===== config.mk =====
export PLATFORM = sky130hd
export DESIGN_NAME = frame_skew_meter
export DESIGN_NICKNAME = d
export VERILOG_FILES = /design/src/rtl/frame_skew_meter.sv
export SDC_FILE = /design/constraint.sdc
export NUM_CORES = 1
export LEC_CHECK = 0
export BUFFER_PORTS_ARGS = -buffer_cell sky130_fd_sc_hd__buf_4
export CORE_ASPECT_RATIO = 1.25
export CORE_UTILIZATION = 52
export DETAILED_ROUTE_END_ITERATION = 12
export PLACE_DENSITY = 0.74
export SLEW_MARGIN = 15
export SYNTH_ARGS = -nofsm -noshare
export SYNTH_HDL_FRONTEND = slang
export SYNTH_SLANG_ARGS = --single-unit

===== constraint.sdc =====
create_clock -name clk -period 1.7 [get_ports clk]
set_input_delay 0.085 -clock clk [delete_from_list [all_inputs] [get_ports clk]]
set_output_delay 0.085 -clock clk [all_outputs]
set_load 0.02 [all_outputs]

===== src/rtl/frame_skew_meter.sv =====
module frame_skew_meter #(
  parameter int CW = 12
) (
  input  logic          clk,
  input  logic          rst_n,
  input  logic          frame_pulse,
  input  logic          eval_in,
  input  logic          start,
  input  logic          gci_mode,
  input  logic          wide_mode,
  output logic [CW-1:0] result,
  output logic          done
);
  localparam logic [CW-1:0] CMAX = {CW{1'b1}};

  typedef enum logic [1:0] {S_IDLE, S_MEAS, S_FIN} st_t;
  st_t st;

  logic fp_q, ev_q, start_q, opened, got;
  logic [1:0] arm;
  logic [CW-1:0] cnt, cap;

  wire ref_edge  = gci_mode ? (frame_pulse & ~fp_q) : (~frame_pulse & fp_q);
  wire eval_edge = gci_mode ? (eval_in & ~ev_q) : (~eval_in & ev_q);
  wire start_up  = start & ~start_q;

  always_ff @(posedge clk) begin
    if (!rst_n) begin
      fp_q <= 1'b0; ev_q <= 1'b0; start_q <= 1'b0;
    end else begin
      fp_q <= frame_pulse; ev_q <= eval_in; start_q <= start;
    end
  end

  always_ff @(posedge clk) begin
    if (!rst_n) begin
      st <= S_IDLE; arm <= '0; opened <= 1'b0; got <= 1'b0;
      cnt <= '0; cap <= '0; result <= '0; done <= 1'b0;
    end else begin
      case (st)
        S_IDLE: begin
          if (start) arm <= '0;
          else if (ref_edge && arm != 2'd2) arm <= arm + 2'd1;
          if (start_up && arm == 2'd2 && !wide_mode) begin
            st <= S_MEAS; opened <= 1'b0; got <= 1'b0; result <= '0;
          end
        end
        S_MEAS: begin
          if (!start || wide_mode) begin
            st <= S_IDLE; arm <= '0;
          end else if (ref_edge) begin
            if (!opened) begin
              opened <= 1'b1;
              cnt <= {{(CW-1){1'b0}}, 1'b1};
              if (eval_edge) begin got <= 1'b1; cap <= '0; end
            end else begin
              done <= 1'b1;
              result <= got ? cap : '0;
              st <= S_FIN;
            end
          end else if (opened) begin
            if (cnt != CMAX) cnt <= cnt + 1'b1;
            if (eval_edge && !got) begin got <= 1'b1; cap <= cnt; end
          end
        end
        default: begin
          if (!start) begin
            st <= S_IDLE; done <= 1'b0; arm <= '0;
          end
        end
      endcase
    end
  end
endmodule


Yosys cells after proc, flatten, opt, wreduce, memory -nomap -nowiden
Cells that the tools add are included.
- output and inout bits: 13
- input bits: 7
- register bits: 46
- word-level logic and storage cells: 109
- mux-type cells: 43
- eq/ne operators: 19
- bitwise gates (word level): 12
- reductions and logical operators: 22
- add/sub/neg operators: 2
- operators with widths (kind ; number):
    $mux W12 ; 14
    $pmux W12 S2 ; 1
    $ne A3 B3 Y1 const B ; 7
    $mux W2 ; 8
    $mux W1 ; 15
    $reduce_and A5 Y1 ; 3
    $ne A2 B2 Y1 const B ; 7
    $add A12 B1 Y12 const B ; 1
    $ne A12 B12 Y1 const B ; 1
    $reduce_bool A2 Y1 ; 5
    $pmux W2 S2 ; 2
    $reduce_and A4 Y1 ; 2
    $not A1 Y1 ; 7
    $reduce_and A7 Y1 ; 1
    $pmux W1 S2 ; 3
    $reduce_and A6 Y1 ; 1
    $and A1 B1 Y1 ; 5
    $logic_and A1 B1 Y1 ; 4
    $logic_not A1 Y1 ; 3
    $ne A3 B1 Y1 const B ; 1
    $reduce_and A3 Y1 ; 1
    $add A2 B1 Y2 const B ; 1
    $eq A2 B1 Y1 const B ; 1
    $eq A2 B2 Y1 const B ; 1
    other kinds (3) ; 3

Logic depth before layout (Yosys ltp)
- depth in word-level cells: 9
- gate-level depth with buffers: 8
- gate-level depth less buffers: 7

Worst setup path after synthesis
No wires, ideal clock.
- path type: register to register
- from: register cnt[0]
- to: register cnt[0]
- required time: 1.631 ns
- stages on the path, launching flop included: 8
- slack: -0.002 ns
- setup time: 0.069 ns
- data arrival time: 1.633 ns
- path buffers: 1
- period minus slack after synthesis: 1.702 ns
- path through: dfxtp_1 -> ha_1 -> and3_1 -> buf_2 -> nand4_2 -> a21oi_2 -> or4b_1 -> o21ai_1
- cells in the longest elaborated chain, start to end: 4
- elaborated cells on any way between the ends: 7
- classes of those cells: add/sub (1); eq/ne (1); mux (3); reduce/logical (2)
- ends and longest elaborated chain (element ; line ; source):
    start, declared ; 21 ; logic [CW-1:0] cnt, cap;
    start signal, assigned ; 54 ; cnt <= {{(CW-1){1'b0}}, 1'b1};
    start signal, assigned ; 62 ; if (cnt != CMAX) cnt <= cnt + 1'b1;
    $add A12 B1 Y12 ; 62 ;
    $mux W12 ; 62 ;
    $mux W12 ; 61 ; end else if (opened) begin
    $mux W12 ; 51 ; end else if (ref_edge) begin
Parallel ways exist; a longest one is shown, timed or not. The select of a mux whose other input is x is not followed.
A chain may end at the register's enable or synchronous reset.

Final worst setup path
- from: register fp_q
- to: register cnt[0]
- cells in the longest elaborated chain, start to end: 5
- elaborated cells on any way between the ends: 9
- classes of those cells: eq/ne (1); mux (2); bitwise (3); reduce/logical (3)
- ends and longest elaborated chain (element ; line ; source):
    start, declared ; 19 ; logic fp_q, ev_q, start_q, opened, got;
    start signal, assigned ; 31 ; fp_q <= frame_pulse; ev_q <= eval_in; start_q <= start;
    $not A1 Y1 ; 23 ; wire ref_edge = gci_mode ? (frame_pulse & ~fp_q) : (~frame_pulse & fp_q);
    $and A1 B1 Y1 ; 23 ;
    $mux W1 * ; 23 ;
    $ne A2 B2 Y1 (no source line) or $reduce_bool A2 Y1 (tied branches) ; - ;
    $reduce_and A5 Y1 (no source line) ; - ;
Mark *: on every way between the ends. The rest lies on a longest branch, timed or not.

==> metrics.cfg <==
[power]
seqPwrFrac_pct=56.5
power_density_nw_per_um2=723.2
p_comb_share_pct=6.6
switchingPower_w=0.0004927
power.internal_w=0.001433
p_clk_share_pct=36.9
ir_drop_uv=492.5
power.share.switching_pct=25.59
p_leak_nw=1.000

[sta]
worst_pin_slew_ns=0.3810
finalSetupViolations=0
rsz0062_at_grt=true
fin_worst_skew_ns=0.005494
max-slew-margin-rel_pct=74.43
fmax_ghz=0.5955
drv_slew=0
fin_crit_sh_pct=98.78
hold_viol_final=0
min_period_ns=1.679

[worst_setup_path]
critPathLaunch=fp_q$_SDFF_PN0_
worst_r2r_endpoint=cnt[0]$_SDFFE_PN0P_
cpPeakStageDelay_ns=0.51
crit_type=reg2reg
crit_path_cell_trace=or3b_4 -> a21oi_4 -> a21oi_4 -> or4b_1 -> o21ai_1
worst_path_most_repeated_cell=a21oi_4
slowest_stage=or4b_1
path_max_fanout=9
rr_worst_depth=5
r2r_slack_ns=0.02
crit_arrival_ns=1.92
reg2reg_from=fp_q$_SDFF_PN0_
crit_path_end_kind=flop
crit_path_end=cnt[0]$_SDFFE_PN0P_
start_kind=flop
cp.required_ns=1.94

[cells_and_area]
drive_gt1_share_pct=26.52
final_cell_count_no_fill=335
final_net_count=287
utilization_pct=65.48
n_antenna_cell=0
syn2layout_area_growth_pct=21.88
final_area_um2=2663

[synth]
synth_top_cell_area_share_pct=42.15
yosysWarnings=0
synth_cell_types=53
synth_cells=244
ys_dominant_reg_cell=dfxtp_1
synthTopCellsByArea=dfxtp_1 (42%), nand3_1 (5.5%), nor2b_1 (4.6%)
syn_area_um2=2185
synth_edf_count=0
ys_ff_latch=46
synth_async_sr_flop_share_pct=0
avgSynthCellArea_um2=8.953
syn_nets=253
synth_area_leader_cell=dfxtp_1
ys_seq_area_share_pct=42.15

[clock_tree]
cts_root_buffer=clkbuf_8
worstSkewPairLatency_ns=0.31
numCtsBuffers=5
cts_tree=yes
cts_sinks=46
cts_setup_buffers=0
htreeDepth=2
cts_max_path_buffers=2
clk_pin_slew_ns=0.09

[die]
die_w_um=59.98
start_util_pct=53.72
fp.dieH_um=74.47
dieArea_um2=4466
ioPinCount=20
rows=26
core_area_um2=4066

[place]
place_inst=326
io_buffers=19
placed_area_um2=2490
dp_hpwl_um=3595
gp_congestion=0.8832

[flow_run]
max-cap-violations=0

[global_routing]
antenna_found_initial=0
gr-total-overflow=0
grt_pass1_wl_um=7859
grt_start_max_net_pins=41
grt_pass1_vias=1686
track_usage_pct=23.39

[routing]
via_per_inst=5.687
via_count=1905
remaining_drc_errors=0
drt_iter0_drc=107
drt-total-wl_um=5096
wl_per_cell_um=15.21
ant_nets=0
firstDrtPassIters=4

[hold_path]
hold_path_class=in2reg

[status]
status=completed

-- what timing repair did --
action / CTS / global route
pin swaps: 0 / 1
endpoints found under the setup margin: 7 / 36
endpoints found under the hold margin: 1 / 0
resized for setup: 3 / 19
hold buffers: 1 / 0
-- power by group through the flow --
| stage | clock network [W] | registers [W] | logic, W |
|---|---|---|---|
| after global placement | 0 | 0.00111 | 0.000115 |
| after floorplan | 0 | 0.00111 | 0.0000770 |
| after global routing | 0.000771 | 0.00109 | 0.000137 |
| final | 0.000710 | 0.00109 | 0.000127 |
| after CTS | 0.000729 | 0.00109 | 0.000119 |
| after detailed placement | 0 | 0.00111 | 0.000115 |
-- sequential cells by signal (all words and copies together), names as in the netlist --
register / count
arm: 2
st: 2
opened: 1
cap: 12
done: 1
result: 12
fp_q: 1
got: 1
cnt: 12
ev_q: 1
start_q: 1
-- logic make-up (layout without fill, tap and decap cells) --
family	count (synthesis)	count (layout)	synth area share (%)
compound gates	67	67	22.28
mux	2	2	0.9164
fa+ha+maj	2	2	1.145
simple gates	107	107	29.15
flops	46	46	42.15
xor+xnor	1	1	0.4010
buf+inv	19	54	3.952
-- per-stage QoR --
stage	TNS [ns]	setup slack [ns]	power, W	hold WS (ns)
floorplan	0	0.03435	0.001190	0.2067
global placement	-0.3429	-0.07618	0.001228	0.3066
global route	-0.02623	-0.02623	0.001998	0.04178
CTS	0	0.009131	0.001937	0.01546
detailed placement	-0.2559	-0.05976	0.001230	0.3120
finish	0	0.02069	0.001926	0.03921
-- cell type report --
| cell class | instances | area [um^2] |
|---|---|---|
| Clock inverter | 3 | 23.77 |
| Sequential cell | 46 | 929.6 |
| Multi-Input combinational cell | 179 | 1241 |
| Inverter | 5 | 18.77 |
| Timing Repair Buffer | 41 | 310.3 |
| Tap cell | 56 | 70.07 |
| Fill cell | 369 | 1404 |
| Clock buffer | 5 | 68.82 |
-- worst min-delay path by stage --
stage           startpoint         endpoint  slack (ns)  cells past startpoint
5_1_grt        frame_pulse  fp_q$_SDFF_PN0_        0.04                      2
6_report       frame_pulse  fp_q$_SDFF_PN0_        0.04                      2
3_5_place_dp       eval_in  ev_q$_SDFF_PN0_        0.31                      2
4_1_cts        frame_pulse  fp_q$_SDFF_PN0_        0.02                      2
3_3_place_gp       eval_in  ev_q$_SDFF_PN0_        0.31                      2
2_1_floorplan      eval_in  ev_q$_SDFF_PN0_        0.21                      1
-- critical path, delay by kind of cell (launching register included) --
family / cells / cell delay (ns)
AOI/OAI and AO/OA: 3 / 0.34
DFF: 1 / 0.36
and+or+nand+nor: 2 / 0.93
-- cells in the mapped netlist, drive strengths merged, types with 3 or more instances --
library cell  number
dfxtp             46
nand3             24
nand2             18
nor2b             16
a21boi            13
a21oi             12
nor2              12
a22oi             11
o21ai             11
buf                8
clkbuf             6
or3                6
and2               5
and3               5
inv                5
a21o               4
nand4              4
o31ai              3
-- layout by cell type, fill, tap and decap left out, types with 3 or more instances in the layout --
cell type / n
dfxtp_1: 41
buf_4: 40
nand3_1: 24
nand2_1: 18
nor2b_1: 16
a22oi_1: 11
a21oi_1: 10
a21boi_1: 10
nor2_1: 10
or3_1: 6
o21ai_1: 5
and2_1: 5
inv_1: 5
o21ai_0: 5
clkbuf_8: 5
and3_1: 4
dfxtp_2: 4
nand4_1: 3
a21o_1: 3
a21boi_0: 3
-- routing by layer --
layer | GRT usage [%] | share of wire [%] | up-vias
met1 | 28.19 | 44 | 904
met2 | 41.48 | 52 | 31
met5 | 0 | 0 | -
met3 | 4.348 | 2.1 | 9
li1 | - | - | 961
met4 | 7.235 | 1.4 | 0
Power figures use the tool's default switching activity.
